==> config.mk <==
export PLATFORM = sky130hd
export DESIGN_NAME = i2cr_top
export DESIGN_NICKNAME = d
export VERILOG_FILES = /design/src/rtl/i2cr_pkg.sv /design/src/rtl/i2cr_line_filter.sv /design/src/rtl/i2cr_regbank.sv /design/src/rtl/i2cr_bus_ctrl.sv /design/src/rtl/i2cr_top.sv
export SDC_FILE = /design/constraint.sdc
export NUM_CORES = 1
export LEC_CHECK = 0
export ABC_AREA = 1
export BUFFER_PORTS_ARGS = -buffer_cell sky130_fd_sc_hd__buf_2
export CAP_MARGIN = 20
export CORE_MARGIN = 2
export CORE_UTILIZATION = 55
export CTS_BUF_LIST = sky130_fd_sc_hd__clkbuf_4 sky130_fd_sc_hd__clkbuf_8 sky130_fd_sc_hd__clkbuf_16
export DETAILED_ROUTE_END_ITERATION = 10
export GPL_TIMING_DRIVEN = 0
export PLACE_DENSITY = 0.77
export SYNTH_ARGS = -nofsm -noshare
export SYNTH_HDL_FRONTEND = slang
export SYNTH_SLANG_ARGS = --single-unit
==> constraint.sdc <==
create_clock -name clk -period 2.4 [get_ports clk]
set_input_delay 0.48 -clock clk [delete_from_list [all_inputs] [get_ports clk]]
set_output_delay 0.48 -clock clk [all_outputs]
set_load 0.005 [all_outputs]
==> src/rtl/i2cr_pkg.sv <==
package i2cr_pkg;

  localparam int REG_W = 8;

  typedef enum logic [2:0] {
    ST_IDLE,
    ST_RX,
    ST_ACK,
    ST_TX,
    ST_MACK
  } bus_state_t;

  typedef enum logic [1:0] {
    PH_ADDR,
    PH_PTR,
    PH_DATA
  } phase_t;

  // reset value of register idx
  function automatic logic [REG_W-1:0] reg_default(input int idx);
    case (idx)
      0:       return 8'h80;
      1:       return 8'h20;
      2:       return 8'h00;
      default: return 8'h10;
    endcase
  endfunction

endpackage

==> src/rtl/i2cr_line_filter.sv <==
module i2cr_line_filter #(
  parameter int FILT_LEN = 4
) (
  input  logic clk,
  input  logic rst,
  input  logic line_i,
  output logic line_o
);
  localparam int CNT_W = $clog2(FILT_LEN + 1);

  logic             s1_q, s2_q;
  logic [CNT_W-1:0] cnt_q;

  always_ff @(posedge clk) begin
    if (rst) begin
      s1_q   <= 1'b1;
      s2_q   <= 1'b1;
      line_o <= 1'b1;
      cnt_q  <= '0;
    end else begin
      s1_q <= line_i;
      s2_q <= s1_q;
      if (s2_q == line_o) begin
        cnt_q <= '0;
      end else if (cnt_q == CNT_W'(FILT_LEN - 1)) begin
        line_o <= s2_q;
        cnt_q  <= '0;
      end else begin
        cnt_q <= cnt_q + 1'b1;
      end
    end
  end

  // the filtered level only moves towards a level that has been held
  a_r12_filter_follows: assert property (@(posedge clk) disable iff (rst)
    !$stable(line_o) |-> (line_o == $past(s2_q)));

endmodule

==> src/rtl/i2cr_regbank.sv <==
module i2cr_regbank
  import i2cr_pkg::*;
#(
  parameter int NREGS = 7,
  parameter int PTR_W = 5
) (
  input  logic                   clk,
  input  logic                   rst,
  input  logic                   pwr_down_n,
  input  logic                   wr_en,
  input  logic [PTR_W-1:0]       wr_addr,
  input  logic [REG_W-1:0]       wr_data,
  input  logic [PTR_W-1:0]       rd_addr,
  output logic [REG_W-1:0]       rd_data,
  output logic [NREGS*REG_W-1:0] regs_o,
  output logic [NREGS*REG_W-1:0] defaults_o
);
  localparam int IDX_W = (NREGS > 1) ? $clog2(NREGS) : 1;
  localparam logic [PTR_W-1:0] LAST = PTR_W'(NREGS - 1);

  logic [REG_W-1:0] rd_arr [NREGS];

  for (genvar g = 0; g < NREGS; g++) begin : g_reg
    localparam logic [REG_W-1:0] DFLT = reg_default(g);
    logic [REG_W-1:0] r_q;

    always_ff @(posedge clk) begin
      if (rst || !pwr_down_n) begin
        r_q <= DFLT;
      end else if (wr_en && wr_addr == PTR_W'(g)) begin
        r_q <= wr_data;
      end
    end

    assign rd_arr[g]                  = r_q;
    assign regs_o[g*REG_W +: REG_W]     = r_q;
    assign defaults_o[g*REG_W +: REG_W] = DFLT;

    // power-down leaves every register at its reset value
    a_r8_pd_default: assert property (@(posedge clk) disable iff (rst)
      !pwr_down_n |=> (r_q == DFLT));
  end

  always_comb begin
    if (rd_addr <= LAST) rd_data = rd_arr[rd_addr[IDX_W-1:0]];
    else                 rd_data = '0;
  end

  // no write strobe ever targets an unmapped pointer
  a_r11_wr_in_map: assert property (@(posedge clk) disable iff (rst)
    wr_en |-> (wr_addr <= LAST));

endmodule

==> src/rtl/i2cr_bus_ctrl.sv <==
module i2cr_bus_ctrl
  import i2cr_pkg::*;
#(
  parameter int NREGS = 7,
  parameter int PTR_W = 5
) (
  input  logic             clk,
  input  logic             rst,
  input  logic             scl_f,
  input  logic             sda_f,
  input  logic [6:0]       dev_addr,
  input  logic [REG_W-1:0] rd_data,
  output logic [PTR_W-1:0] rd_addr,
  output logic             wr_en,
  output logic [PTR_W-1:0] wr_addr,
  output logic [REG_W-1:0] wr_data,
  output logic             sda_pull
);
  localparam logic [PTR_W-1:0] LAST = PTR_W'(NREGS - 1);

  bus_state_t       state_q;
  phase_t           phase_q;
  logic             scl_q, sda_q, rw_q, mack_q;
  logic [3:0]       bitcnt_q;
  logic [REG_W-1:0] shreg_q, tx_q;
  logic [PTR_W-1:0] ptr_q;

  wire scl_rise = scl_f & ~scl_q;
  wire scl_fall = ~scl_f & scl_q;
  wire bus_start = scl_f & scl_q & sda_q & ~sda_f;
  wire bus_stop  = scl_f & scl_q & ~sda_q & sda_f;

  function automatic logic [PTR_W-1:0] ptr_next(input logic [PTR_W-1:0] p);
    return (p >= LAST) ? '0 : p + 1'b1;
  endfunction

  assign rd_addr = ptr_q;

  always_ff @(posedge clk) begin
    if (rst) begin
      state_q  <= ST_IDLE;
      phase_q  <= PH_ADDR;
      scl_q    <= 1'b1;
      sda_q    <= 1'b1;
      rw_q     <= 1'b0;
      mack_q   <= 1'b0;
      bitcnt_q <= '0;
      shreg_q  <= '0;
      tx_q     <= '0;
      ptr_q    <= '0;
      sda_pull <= 1'b0;
      wr_en    <= 1'b0;
      wr_addr  <= '0;
      wr_data  <= '0;
    end else begin
      scl_q <= scl_f;
      sda_q <= sda_f;
      wr_en <= 1'b0;
      if (bus_start) begin
        state_q  <= ST_RX;
        phase_q  <= PH_ADDR;
        bitcnt_q <= '0;
        sda_pull <= 1'b0;
      end else if (bus_stop) begin
        state_q  <= ST_IDLE;
        sda_pull <= 1'b0;
      end else begin
        case (state_q)
          ST_RX: begin
            if (scl_rise) begin
              shreg_q  <= {shreg_q[REG_W-2:0], sda_f};
              bitcnt_q <= bitcnt_q + 1'b1;
            end else if (scl_fall && bitcnt_q == 4'd8) begin
              case (phase_q)
                PH_ADDR: begin
                  if (shreg_q[7:1] == dev_addr) begin
                    rw_q     <= shreg_q[0];
                    sda_pull <= 1'b1;
                    state_q  <= ST_ACK;
                  end else begin
                    state_q <= ST_IDLE;
                  end
                end
                PH_PTR: begin
                  ptr_q    <= shreg_q[PTR_W-1:0];
                  sda_pull <= 1'b1;
                  state_q  <= ST_ACK;
                end
                default: begin
                  wr_en    <= (ptr_q <= LAST);
                  wr_addr  <= ptr_q;
                  wr_data  <= shreg_q;
                  ptr_q    <= ptr_next(ptr_q);
                  sda_pull <= 1'b1;
                  state_q  <= ST_ACK;
                end
              endcase
            end
          end
          ST_ACK: begin
            if (scl_fall) begin
              if (phase_q == PH_ADDR && rw_q) begin
                tx_q     <= rd_data;
                sda_pull <= ~rd_data[7];
                ptr_q    <= ptr_next(ptr_q);
                bitcnt_q <= 4'd1;
                state_q  <= ST_TX;
              end else begin
                sda_pull <= 1'b0;
                bitcnt_q <= '0;
                phase_q  <= (phase_q == PH_ADDR) ? PH_PTR : PH_DATA;
                state_q  <= ST_RX;
              end
            end
          end
          ST_TX: begin
            if (scl_fall) begin
              if (bitcnt_q == 4'd8) begin
                sda_pull <= 1'b0;
                state_q  <= ST_MACK;
              end else begin
                sda_pull <= ~tx_q[6];
                tx_q     <= {tx_q[REG_W-2:0], 1'b0};
                bitcnt_q <= bitcnt_q + 1'b1;
              end
            end
          end
          ST_MACK: begin
            if (scl_rise) begin
              mack_q <= ~sda_f;
            end else if (scl_fall) begin
              if (mack_q) begin
                tx_q     <= rd_data;
                sda_pull <= ~rd_data[7];
                ptr_q    <= ptr_next(ptr_q);
                bitcnt_q <= 4'd1;
                state_q  <= ST_TX;
              end else begin
                state_q <= ST_IDLE;
              end
            end
          end
          default: ;
        endcase
      end
    end
  end

  // SDA is pulled only in an acknowledge slot or a read data bit
  a_r10_pull_in_slot: assert property (@(posedge clk) disable iff (rst)
    sda_pull |-> (state_q == ST_ACK || state_q == ST_TX));

  // the driven level holds while SCL stays high
  a_r10_stable_scl_high: assert property (@(posedge clk) disable iff (rst)
    (scl_f && scl_q) |=> $stable(sda_pull));

  // a data byte stored at the last register sends the pointer to zero
  a_r3_wrap: assert property (@(posedge clk) disable iff (rst)
    (wr_en && wr_addr == LAST) |-> (ptr_q == '0));

  // an acknowledge of the address byte follows a match only
  a_r1_ack_match: assert property (@(posedge clk) disable iff (rst)
    ($rose(sda_pull) && state_q == ST_ACK && phase_q == PH_ADDR)
      |-> (shreg_q[7:1] == dev_addr));

endmodule

==> src/rtl/i2cr_top.sv <==
module i2cr_top
  import i2cr_pkg::*;
#(
  parameter int         NREGS      = 7,
  parameter int         PTR_W      = 5,
  parameter int         FILT_LEN   = 4,
  parameter logic [4:0] DEV_PREFIX = 5'b00100
) (
  input  logic                   clk,
  input  logic                   rst,
  input  logic                   pwr_down_n,
  input  logic                   scl_i,
  input  logic                   sda_i,
  input  logic [1:0]             addr_sel,
  output logic                   sda_pull_o,
  output logic [NREGS*REG_W-1:0] regs_o,
  output logic [NREGS*REG_W-1:0] defaults_o
);
  logic [1:0] raw_lines, clean_lines;
  logic             wr_en;
  logic [PTR_W-1:0] wr_addr, rd_addr;
  logic [REG_W-1:0] wr_data, rd_data;

  assign raw_lines = {sda_i, scl_i};

  for (genvar g = 0; g < 2; g++) begin : g_filt
    i2cr_line_filter #(.FILT_LEN(FILT_LEN)) u_filt (
      .clk    (clk),
      .rst    (rst),
      .line_i (raw_lines[g]),
      .line_o (clean_lines[g])
    );
  end

  i2cr_bus_ctrl #(.NREGS(NREGS), .PTR_W(PTR_W)) u_ctrl (
    .clk      (clk),
    .rst      (rst),
    .scl_f    (clean_lines[0]),
    .sda_f    (clean_lines[1]),
    .dev_addr ({DEV_PREFIX, addr_sel}),
    .rd_data  (rd_data),
    .rd_addr  (rd_addr),
    .wr_en    (wr_en),
    .wr_addr  (wr_addr),
    .wr_data  (wr_data),
    .sda_pull (sda_pull_o)
  );

  i2cr_regbank #(.NREGS(NREGS), .PTR_W(PTR_W)) u_bank (
    .clk        (clk),
    .rst        (rst),
    .pwr_down_n (pwr_down_n),
    .wr_en      (wr_en),
    .wr_addr    (wr_addr),
    .wr_data    (wr_data),
    .rd_addr    (rd_addr),
    .rd_data    (rd_data),
    .regs_o     (regs_o),
    .defaults_o (defaults_o)
  );

endmodule

After elaboration in Yosys (flattened, before gate mapping)
Cells that the tools add are included.
- bitwise logic cells: 23
- magnitude comparators: 3
- equality and inequality tests: 37
- muxes and demuxes: 58
- reduce and logical (&&, ||, !) cells: 36
- $add $sub $neg: 4
- operators with widths (operator ; number):
    $mux W7 ; 7
    $mux W5 ; 8
    $mux W4 ; 7
    $bmux W8 S3 ; 1
    $mux W8 ; 3
    $mux W3 ; 7
    $pmux W7 S3 ; 1
    $ne A4 B1 Y1 const B ; 5
    $reduce_and A9 Y1 ; 2
    $ne A2 B1 Y1 const B ; 8
    $pmux W4 S4 ; 1
    $reduce_and A8 Y1 ; 2
    $eq A5 B3 Y1 const B ; 3
    $not A1 Y1 ; 15
    $pmux W5 S3 ; 1
    $mux W1 ; 14
    $eq A3 B2 Y1 const B ; 4
    $pmux W3 S4 ; 1
    $reduce_and A4 Y1 ; 3
    $reduce_and A11 Y1 ; 1
    $eq A5 B2 Y1 const B ; 2
    $mux W2 ; 5
    $pmux W5 S2 ; 1
    $reduce_and A10 Y1 ; 1
    33 further kinds ; 58
- flip-flop bits (word level): 116
- logic and storage cells: 191

Longest topological paths before layout
Gate-level depths: netlist (run 1).
- word-level depth: 10
- depth in mapped cells: 12
- gate-level depth less buffers: 12

Cells and area by module
A second synthesis (run 1) with hierarchy kept.
- cell total of the unflattened synthesis: 1039
- area, all modules: 6645.1 µm²
- by module, submodules not included (module ; cells an instance ; instances ; seq. area each (µm²) ; area each (µm²)):
    i2cr_regbank ; 609 ; 1 ; 1121.1 ; 3668.5
    i2cr_bus_ctrl ; 382 ; 1 ; 960.9 ; 2533.7
    i2cr_line_filter ; 23 ; 2 ; 120.1 ; 217.7
    i2cr_top ; 2 ; 1 ; 0.0 ; 7.5

Worst setup path before layout (run 1)
No wires, ideal clock.
- path kind: reg-to-reg
- start: reg u_ctrl.ptr_q[0], in the netlist u_ctrl.rd_addr[0]
- end: reg u_ctrl.tx_q[0]
- cell stages (with the launch flop): 12
- data required time: 2.336 ns
- path slack: 0.838 ns
- buffers on the path: 1
- arrival: 1.498 ns
- path through: dfxtp_1 > inv_1 > clkbuf_1 > ha_1 > inv_1 > nand3_1 > nand2_1 > nor2_8 > o21ai_1 > nor2_1 > nor2_1 > nor2_1
- word-level cells in the longest chain between the ends: 9
- elaborated cells between the ends (all ways): 12
- ends and longest elaborated chain (element ; line ; RTL):
    start, declared ; i2cr_bus_ctrl.sv:26 ; logic [PTR_W-1:0] ptr_q;
    start signal, assigned ; i2cr_bus_ctrl.sv:85 ; ptr_q <= shreg_q[PTR_W-1:0];
    start signal, assigned ; i2cr_bus_ctrl.sv:93 ; ptr_q <= ptr_next(ptr_q);
    start signal, assigned ; i2cr_bus_ctrl.sv:105 ; ptr_q <= ptr_next(ptr_q);
    $not A3 Y4 (not written as such) ; i2cr_regbank.sv:45 ; if (rd_addr <= LAST) rd_data = rd_arr[rd_addr[IDX_W-1:0]];
    $bmux W8 S3 ; i2cr_regbank.sv:45 ;
    $mux W8 (not written as such) (2 in a row) ; i2cr_regbank.sv:45 ;
    $mux W8 (*) ; i2cr_regbank.sv:45 ;
    $mux W7 ; i2cr_bus_ctrl.sv:132 ; if (mack_q) begin
    $mux W7 ; i2cr_bus_ctrl.sv:131 ; end else if (scl_fall) begin
    $mux W7 ; i2cr_bus_ctrl.sv:129 ; if (scl_rise) begin
    $pmux W7 S3 (*) ; i2cr_bus_ctrl.sv:68 ; case (state_q)
    end signal, assigned ; i2cr_bus_ctrl.sv:103 ; tx_q <= rd_data;
    end signal, assigned ; i2cr_bus_ctrl.sv:123 ; tx_q <= {tx_q[REG_W-2:0], 1'b0};
    end signal, assigned ; i2cr_bus_ctrl.sv:133 ; tx_q <= rd_data;
    end, declared ; i2cr_bus_ctrl.sv:25 ; logic [REG_W-1:0] shreg_q, tx_q;
Mark *: on every way between the ends. The rest lies on a longest branch, timed or not. The select of a mux whose other input is x is not followed.
A chain may end at the register's enable or synchronous reset.

Worst setup path in the final report (run 1)
Same ends and word-level chain as after synthesis.

==> impl_metrics.toml, run 1 <==
[status]
outcome = "complete, no violations"

[clock_network]
htree_levels = 4
cts_tree = "yes"
post_cts_buffers = 0
ctsRootBufferMaster = "clkbuf_8"
cts_hold_buf = 0
cts_buffers = 17
ctsLongestPathBuffers = 2
cts_resized = 0
clk_pin_slew_ps = 60
clock_latency_ps = 530
cts_sinks = 116

[timing]
tightestPinTransition_ps = 550
finalSetupViolations = 0
clock-skew-final_ps = 7.46
rsz0062_at_grt = "false"
hold_viol = 0
fmaxAchievable_ghz = 0.473
setup_tns_ps = 0
fin_crit_ps = 2110
maxSlewViolCount = 0
slew_headroom = 0.633
post-route-period-util = 0.881

[die]
dieArea_um2 = 11300
core-area_um2 = 10300
initial_core_util = 0.562
die_h_um = 107
boundaryPins = 120
die_x_um = 107
fp-row-count = 37

[worst_setup_path]
crit_path_start_kind = "flop"
crit_type = "reg -> reg"
crit_required_ps = 2860
r2r_cells = 11
critPathArrivalTime_ps = 2580
cp-end-kind = "flop"
cp_max_fo = 10

[power_and_ir_drop]
combinationalPowerShare = 0.327
p_sw_frac = 0.373
clockPowerShare = 0.357
max-vdd-ir-drop_mv = 0.507
internal-power_uw = 4350
p_per_area_nw_per_um2 = 985
power.share.sequential = 0.316
power.leakage_uw = 0.00343
p_switching_uw = 2590

[worst_hold_path]
hold_depth = 2
min_path_type = "in -> reg"

[route]
drc_errors = 0
wl_per_cell_um = 13.9
ant_nets = 0
viasPerCell = 5.02
firstDrtPassIters = 7
vias = 5560
drt_iter0_drc = 352
wl_um = 15400

[place]
hpwlAfterDp_um = 11400
io_buffers = 62
gp_congestion = 0.982

[finish]
fin_util = 0.685
syn2layout_area_growth_pct = 21.9
layout_commonest_cell = "nand2_1"
n_antenna_cell = 0
final_cell_mix = "147 x nand2_1, 116 x dfxtp_1, 89 x nor2_1, 88 x inv_1, 84 x a21oi_1"
num-nets-final = 974
drive_above_1_share = 0.203

[yosys]
ys_ff_latch = 116
ys_seq_area_frac = 0.402
syn_inst = 824
ys_warn_count = 0
synth.distinct_cells = 29
avgSynthCellArea_um2 = 7.02
synthesis.area_um2 = 5780

[global_routing]
grt_pass1_vias = 4989
grt.total_usage = 0.279
antenna_found_initial = 0
grt_pass1_wl_um = 24600
grt_start_max_net_pins = 17
gr-total-overflow = 0

[flow_run]
maxCapViolations = 0
path summary, 6_finish.rpt:
check	slack [ps]	start	endpoint
worst max register to register	290	u_ctrl.rd_addr[0]	u_ctrl.tx_q[0]
worst min-delay path	130	sda_i	g_filt[1].u_filt.s1_q
worst max-delay path	290	u_ctrl.rd_addr[0]	u_ctrl.tx_q[0]
worst min register to register	410	g_filt[1].u_filt.s1_q	g_filt[1].u_filt.s2_q
Yosys cell counts, drive strengths merged:
| master | count | share of area |
|---|---|---|
| nand2 | 159 | 0.11 |
| dfxtp | 116 | 0.40 |
| nor2 | 97 | 0.070 |
| o21ai | 93 | 0.082 |
| inv | 92 | 0.060 |
| a21oi | 84 | 0.073 |
| buf | 70 | 0.088 |
| nand3 | 59 | 0.053 |
| clkbuf | 16 | 0.010 |
| o211ai | 15 | 0.019 |
| ha | 8 | 0.017 |
| or2 | 4 | 0.0043 |
| a211oi | 2 | 0.0026 |
| clkinv | 2 | 0.0013 |
| conb | 2 | 0.0013 |
| xnor2 | 2 | 0.0030 |
| nor3 | 1 | 0.0028 |
| nor4 | 1 | 0.0011 |
| xor2 | 1 | 0.0015 |
routing by layer:
layer	share of wire	vias up	track usage
met2	0.46	240	0.459
met1	0.43	2456	0.359
li1	-	2825	-
met3	0.081	39	0.0509
met4	0.027	0	0.121
met5	0	-	0
worst max-delay path, cell delays in order (launching register included):
cell,delay [ps]
dfxtp_1,390
inv_1,170
clkbuf_1,420
ha_1,230
inv_1,50
nand3_1,60
nand2_1,190
nor2_8,190
o21ai_1,90
nor2_1,120
nor2_1,60
nor2_1,90
layout make-up:
type                    instances  area, um2
plain buffers                  86        568
clock buffers                  18        428
clock inverters                14        153
fillers                       957       3230
inverters                      94        353
multi-input cells             582       2740
flip-flops and latches        116       2320
well taps                     136        170
repair buffers                 62        310
power groups by stage:
stage	clock network [uW]	registers [uW]	logic, uW
2_1_floorplan	0	2200	1730
3_3_place_gp	0	2230	2210
3_5_place_dp	0	2230	2220
4_1_cts	2470	2190	2240
5_1_grt	2570	2210	2570
6_report	2480	2190	2270
registers in the layout, indices dropped and copies added, names as in the netlist, 2 cells and up:
name / count
u_ctrl.bitcnt_q: 4
u_ctrl.wr_data: 8
g_filt.u_filt.line_o: 2
u_ctrl.shreg_q: 8
u_ctrl.phase_q: 2
u_ctrl.rd_addr: 5
u_bank.g.r_q: 56
u_ctrl.tx_q: 7
g_filt.u_filt.s1_q: 2
u_ctrl.state_q: 3
g_filt.u_filt.cnt_q: 6
u_ctrl.wr_addr: 5
g_filt.u_filt.s2_q: 2
per-stage QoR:
step | setup slack (ps) | instances | instance area, um2 | total power [uW] | hold WS (ps)
finish | 287 | 1108 | 7040 | 6940 | 133
global placement | 335 | 1076 | 6460 | 4430 | 402
floorplan | 838 | 878 | 5980 | 3930 | 389
CTS | 305 | 1108 | 7040 | 6900 | 132
detailed placement | 336 | 1076 | 6460 | 4450 | 401
global route | 56.4 | 1108 | 7040 | 7350 | 130
logic make-up after synthesis:
group,share of synthesized area
simple gates,0.239
xor+xnor,0.00455
flops,0.402
buf+inv,0.159
other cells,0.00130
compound gates,0.177
fa+ha+maj,0.0173
(Power assumes the default switching activity.)
==> inputs of run 2 (changes only) <==
Settings changed: ABC_AREA 1 to unset, CORE_UTILIZATION 55 to 60, PLACE_DENSITY 0.77 to 0.83.
==> run 2 against run 1 <==
Clock skew barely moved. Clock power fell by 3%. Sequential power decreased by 12%. Sequential cell count stayed put. Critical path depth fell by 2. Die area shrank 4.6%. Worst setup slack lost 97 ps. Combinational power fell by 93%. First-iteration DRC count fell by 13%. Cell count fell by 17%. Largest power group unchanged.
==> impl_metrics.toml, run 2 <==
[finish]
n_fill_cell = 696
drive_above_1_share = 0.271
syn2layout_area_growth_pct = 22.4
stdcell_count = 925
num-nets-final = 794
reg_top3 = "u_bank.g.r_q x56, u_ctrl.shreg_q x8, u_ctrl.wr_data x8"
largest_reg_flops = 56
final_cell_mix = "116 x dfxtp_1, 80 x mux2i_1, 80 x nor2_1, 68 x buf_2, 67 x buf_4"
n_antenna_cell = 0
fin_util = 0.755
layout_commonest_cell = "dfxtp_1"
largest-register = "u_bank.g.r_q"

[yosys]
avgSynthCellArea_um2 = 9.41
yosys.cell_count.top_type = "dfxtp_1"
synthesis.area_um2 = 6000
ys.flop_type = "dfxtp_1"
ys_warn_count = 0
synthArstFlopShare = 0
syn_inst = 638
yosysTopAreaCell = "dfxtp_1"
ys_ff_latch = 116
netlist_top_cells_area = "dfxtp_1 39%, mux2i_1 13%, buf_4 7.6%, nor2_1 5.0%, mux4_2 3.0%"
yosys.area.top_type_share = 0.387
synth.distinct_cells = 67
synth-edff-count = 0
ys_seq_area_frac = 0.387
synth_common_cells = "116 x dfxtp_1, 80 x mux2i_1, 80 x nor2_1, 61 x buf_4, 33 x nand2_1"

[global_routing]
grt_pass1_wl_um = 24600
gr-total-overflow = 0
grt.total_usage = 0.287
antenna_found_initial = 0
grt_start_max_net_pins = 17
grt_pass1_vias = 4884

[worst_setup_path]
crit_top_cell = "buf_6"
critPathArrivalTime_ps = 2660
r2r_end = "u_ctrl.tx_q[2]"
worstReg2RegStart = "u_ctrl.bitcnt_q[0]"
r2r_cells = 9
crit_required_ps = 2840
cp-end-kind = "flop"
reg2reg_slack_ps = 190
max_stage_delay_ps = 400
cp_slowest_cell = "or3_1"
crit_chain = "inv_1, ha_1, nand3b_1, a21oi_4, or3_1, buf_6, or2_1, buf_6, a221oi_2"
cp_max_fo = 9
crit_path_start_kind = "flop"
crit_type = "reg -> reg"

[power_and_ir_drop]
combinationalPowerShare = 0.033
power.leakage_uw = 0.00340
max-vdd-ir-drop_mv = 0.555
p_sw_frac = 0.233
internal-power_uw = 3440
clockPowerShare = 0.536
p_per_area_nw_per_um2 = 610
p_switching_uw = 1040
power.share.sequential = 0.431

[die]
die_h_um = 104
initial_core_util = 0.617
core-area_um2 = 9730
die_x_um = 104
boundaryPins = 120
fp-row-count = 36
dieArea_um2 = 10800

[status]
outcome = "complete, no violations"

[timing]
slew_headroom = 0.387
rsz0062_at_grt = "false"
tightestPinTransition_ps = 909
fmaxAchievable_ghz = 0.452
clock-skew-final_ps = 7.64
post-route-period-util = 0.921
hold_viol = 0
hold_ws_ps = 135
fin_crit_ps = 2210
finalSetupViolations = 0
maxSlewViolCount = 0

[clock_network]
cts_tree = "yes"
cts_buffers = 17
clock_latency_ps = 530
ctsLongestPathBuffers = 2
cts_hold_buf = 0
htree_levels = 4
cts_sinks = 116
ctsRootBufferMaster = "clkbuf_8"
clk_pin_slew_ps = 60

[route]
ant_nets = 0
vias = 5165
drt_iter0_drc = 305
firstDrtPassIters = 5
wl_per_cell_um = 17.1
wl_um = 15800
viasPerCell = 5.58
drc_errors = 0

[worst_hold_path]
hold_path_end = "g_filt[1].u_filt.s1_q"
hold_start = "sda_i"
hold_depth = 2
min_path_type = "in -> reg"

[place]
place_inst = 888
hpwlAfterDp_um = 10900
io_buffers = 63
gp_congestion = 0.876

[flow_run]
maxCapViolations = 0
-- run 2: cell count changes in the layout (fill, tap and decap cells not counted), sizes merged, moves of 17 or more --
cell / delta
o21ai: -79
nand3: -57
nand2: -126
nor2: -17
a21oi: -58
inv: -77
mux2i: +80
-- run 2: layout make-up --
cell class	instances	area [um2]	area share
Multi-Input combinational cell	460	3200	0.435
Sequential cell	116	2320	0.316
Buffer	100	676	0.0920
Clock buffer	19	442	0.0601
Timing Repair Buffer	68	353	0.0480
Tap cell	133	166	0.0227
Clock inverter	13	128	0.0174
Inverter	16	60.1	0.00818
-- run 2: cell families after synthesis --
kind of cell / after synthesis / synth area share
and+or+nand+nor: 208 / 0.183
DFF: 116 / 0.387
buffers and inverters: 116 / 0.119
AOI/OAI and AO/OA: 93 / 0.118
muxes: 88 / 0.163
adders and majority gates: 8 / 0.0167
xor gates and xnor gates: 7 / 0.0115
other: 2 / 0.00125
-- run 2: worst max path at each step --
stage | startpoint | endpoint | slack [ps] | cells after the start
after global placement | u_ctrl.rd_addr[0] | u_ctrl.tx_q[0] | -410 | 10
after detailed placement | u_ctrl.rd_addr[0] | u_ctrl.tx_q[0] | -460 | 10
after CTS | u_ctrl.state_q[0] | u_ctrl.wr_data[5] | 30 | 7
final | u_ctrl.bitcnt_q[0] | u_ctrl.tx_q[2] | 190 | 9
after global routing | u_ctrl.rd_addr[0] | u_ctrl.rd_addr[2] | 30 | 9
after floorplan | u_ctrl.rd_addr[0] | u_ctrl.tx_q[0] | 130 | 10
-- run 2: worst max-delay path: cells and delay by family (launching register included) --
family | cells | cell delay, ps
flip-flops | 1 | 390
buffers and inverters | 3 | 360
AO/OA/AOI/OAI | 2 | 350
adder cells (fa/ha/maj) | 1 | 200
AND/OR/NAND/NOR | 3 | 810
-- run 2: metal layers --
layer | share of wire | vias to the layer above | global-route usage
li1 | - | 2409 | -
met1 | 0.40 | 2461 | 0.341
met2 | 0.50 | 250 | 0.484
met3 | 0.069 | 45 | 0.0727
met4 | 0.031 | 0 | 0.138
met5 | 0 | - | 0
-- run 2: through the flow --
step | total power (uW) | setup WS [ps] | cell area [um2] | setup TNS (ps)
after floorplan | 2090 | 131 | 6210 | 0
after global placement | 2110 | -415 | 6690 | -3370
after detailed placement | 2120 | -458 | 6690 | -3880
after CTS | 4490 | 34.7 | 7300 | 0
after global routing | 4590 | 34.7 | 7340 | 0
final | 4480 | 189 | 7340 | 0
-- run 2: repair_timing --
action,4_1_cts,5_1_grt
cloned,0,0
pin swaps,1,2
resized for setup,5,10
setup endpoints to repair,12,20
setup buffers,2,3
endpoints found under the hold margin,0,0
-- run 2: power by group through the flow --
stage	combinational [uW]	sequential, uW	clock, uW
3_3_place_gp	140	1970	0
5_1_grt	162	1930	2500
3_5_place_dp	141	1970	0
4_1_cts	141	1930	2410
6_report	148	1930	2400
2_1_floorplan	119	1970	0
==> inputs of run 3 (changes only) <==
Settings changed: CORE_UTILIZATION 60 to 26, PLACE_DENSITY 0.83 to 0.41, SYNTH_HIERARCHICAL set to 1.
==> run 3 against run 2 <==
Clock skew rose by 9.2 ps. Via count fell by 5.0%. Largest power group unchanged. Cell area rose by 1.7%.
==> impl_metrics.toml, run 3 <==
[route]
wirelength_met1_um = 8120
highest_layer = "met4"
firstDrtPassIters = 5
wl_met3_um = 784
vias = 4908
wl_per_cell_um = 15.5
drt_iter0_drc = 395
viasPerCell = 4.54
ant_nets = 0
wl_um = 16800
drc_errors = 0
wl_met2_um = 7630

[yosys]
synthesis.area_um2 = 5970
netlist_top_cells_area = "dfxtp_1 39%, mux2i_1 13%, buf_4 7.2%, nand2_1 4.6%, nor2_1 3.3%"
synth-edff-count = 0
avgSynthCellArea_um2 = 9.37
ys_warn_count = 6
synth.distinct_cells = 62
ys_seq_area_frac = 0.389
synthArstFlopShare = 0
yosys.area.top_type_share = 0.389
yosys.cell_count.top_type = "dfxtp_1"
ys.flop_type = "dfxtp_1"
synth_common_cells = "116 x dfxtp_1, 77 x mux2i_1, 73 x nand2_1, 57 x buf_4, 53 x nor2_1"
yosysTopAreaCell = "dfxtp_1"
ys_ff_latch = 116
syn_inst = 637

[worst_setup_path]
cp-end-kind = "flop"
crit_chain = "buf_2, clkbuf_1, mux4_2, o211a_1, nand2_1, a311oi_1"
crit_path_start_kind = "flop"
crit_type = "reg -> reg"
crit_required_ps = 2670
critPathArrivalTime_ps = 2460
max_stage_delay_ps = 460
cp_max_fo = 10
cp_top_family = "buffers and inverters"
cp.buffers_inverters = 2
cp_slowest_cell = "clkbuf_1"

[global_routing]
grt.total_usage = 0.140
grt_pass1_wl_um = 26000
gr-total-overflow = 0
grt_pass1_vias = 4627
antenna_found_initial = 0
grt_start_max_net_pins = 20

[timing]
fin_crit_ps = 2190
post-route-period-util = 0.914
fmaxAchievable_ghz = 0.456
tightestPinTransition_ps = 685
clock-skew-final_ps = 16.9
maxSlewViolCount = 0
finalSetupViolations = 0
slew_headroom = 0.544
rsz0062_at_grt = "false"
hold_viol = 0
setup_tns_ps = 0

[die]
die_x_um = 156
initial_core_util = 0.264
die_h_um = 156
core-area_um2 = 22600
boundaryPins = 120
fp-row-count = 55
dieArea_um2 = 24200

[finish]
largest-register = "u_bank/g.r_q"
n_fill_cell = 2346
layout_commonest_cell = "dfxtp_1"
num-nets-final = 797
multi_input_area_um2 = 3190
largest_reg_flops = 56
n_antenna_cell = 0
drive_above_1_share = 0.260
seq_area_um2 = 2320
syn2layout_area_growth_pct = 25.2
stdcell_count = 1080
final_cell_mix = "116 x dfxtp_1, 77 x mux2i_1, 73 x nand2_1, 71 x buf_2, 63 x buf_4"
reg_top3 = "u_bank/g.r_q x56, u_ctrl/shreg_q x8, u_ctrl/wr_data x8"

[flow_run]
maxCapViolations = 0

[power_and_ir_drop]
p_per_area_nw_per_um2 = 609
power.leakage_uw = 0.00337
max-vdd-ir-drop_mv = 0.481

[worst_hold_path]
min_path_type = "in -> reg"

[clock_network]
cts_resized = 0
htree_levels = 4
ctsLongestPathBuffers = 2
ctsRootBufferMaster = "clkbuf_16"
clock_latency_ps = 420
cts_buffers = 17
cts_sinks = 116
cts_tree = "yes"
clk_pin_slew_ps = 60

[status]
outcome = "complete, no violations"

[place]
hpwlAfterDp_um = 12400
io_buffers = 63
place_inst = 1042
gp_congestion = 0.830
[run 3: cell types whose count changed after synthesis, moves of 8 or more]
| cell | change |
|---|---|
| nor2_1 | -27 |
| nand4_1 | -8 |
| nand3_1 | +11 |
| nand3b_1 | -8 |
| nand2_1 | +40 |
| a21oi_1 | -9 |
| clkbuf_1 | -10 |
| o21ai_0 | +8 |
| o221ai_1 | +8 |
[run 3: final cells by class]
class / instances / area share
plain buffers: 88 / 0.0809
clock buffers: 17 / 0.0569
well taps: 285 / 0.0477
repair buffers: 69 / 0.0482
multi-input cells: 472 / 0.427
flip-flops and latches: 116 / 0.311
inverters: 18 / 0.00904
clock inverters: 15 / 0.0196
[run 3: worst reg2reg max path, cell delays in order, from the launching register on]
cell and delay, ps:
dfxtp_1 430, buf_2 320, clkbuf_1 460, mux4_2 420, o211a_1 240, nand2_1 80
a311oi_1 100
[run 3: final timing paths]
kind	slack (ps)	endpoint	from	cells past startpoint
setup reg to reg	210	u_ctrl/tx_q[5]	u_ctrl/rd_addr[1]	6
hold / removal	250	g_filt[0].u_filt/s1_q	scl_i	2
hold reg to reg	410	g_filt[0].u_filt/s2_q	g_filt[0].u_filt/s1_q	1
setup / recovery	210	u_ctrl/tx_q[5]	u_ctrl/rd_addr[1]	6
[run 3: cell families after synthesis]
logic type | after synthesis | synth area share
other | 4 | 0.00251
DFF | 116 | 0.389
buffers and inverters | 106 | 0.113
xor gates and xnor gates | 12 | 0.0176
AOI/OAI and AO/OA | 97 | 0.121
and+or+nand+nor | 209 | 0.182
adders and majority gates | 8 | 0.0168
muxes | 85 | 0.159
[run 3: per-layer routing]
metal / GRT usage / vias up
met5: 0 / -
met4: 0.0485 / 0
met3: 0.0214 / 16
met2: 0.223 / 158
met1: 0.193 / 2302
li1: - / 2432
[run 3: where the power goes]
group          internal, uW  switching [uW]
clock network          1450            1010
registers              1930            1.68
logic                  78.7            85.5
total                  3460            1090
[run 3: what timing repair did]
item,4_1_cts,5_1_grt
setup buffers,0,6
endpoints found under the setup margin,0,14
hold buffers,0,0
[run 3: metrics by stage]
step / instance area, um2 / util / hold WS [ps] / worst slack [ps] / total power (uW)
after floorplan: 6180 / - / 389 / 519 / 2100
after global placement: 6860 / 0.304 / 393 / 109 / 2130
after detailed placement: 6860 / 0.304 / 395 / 124 / 2130
after CTS: 7430 / 0.329 / 233 / 118 / 4610
after global routing: 7470 / 0.331 / 243 / 29.7 / 4710
final: 7470 / 0.331 / 252 / 206 / 4550
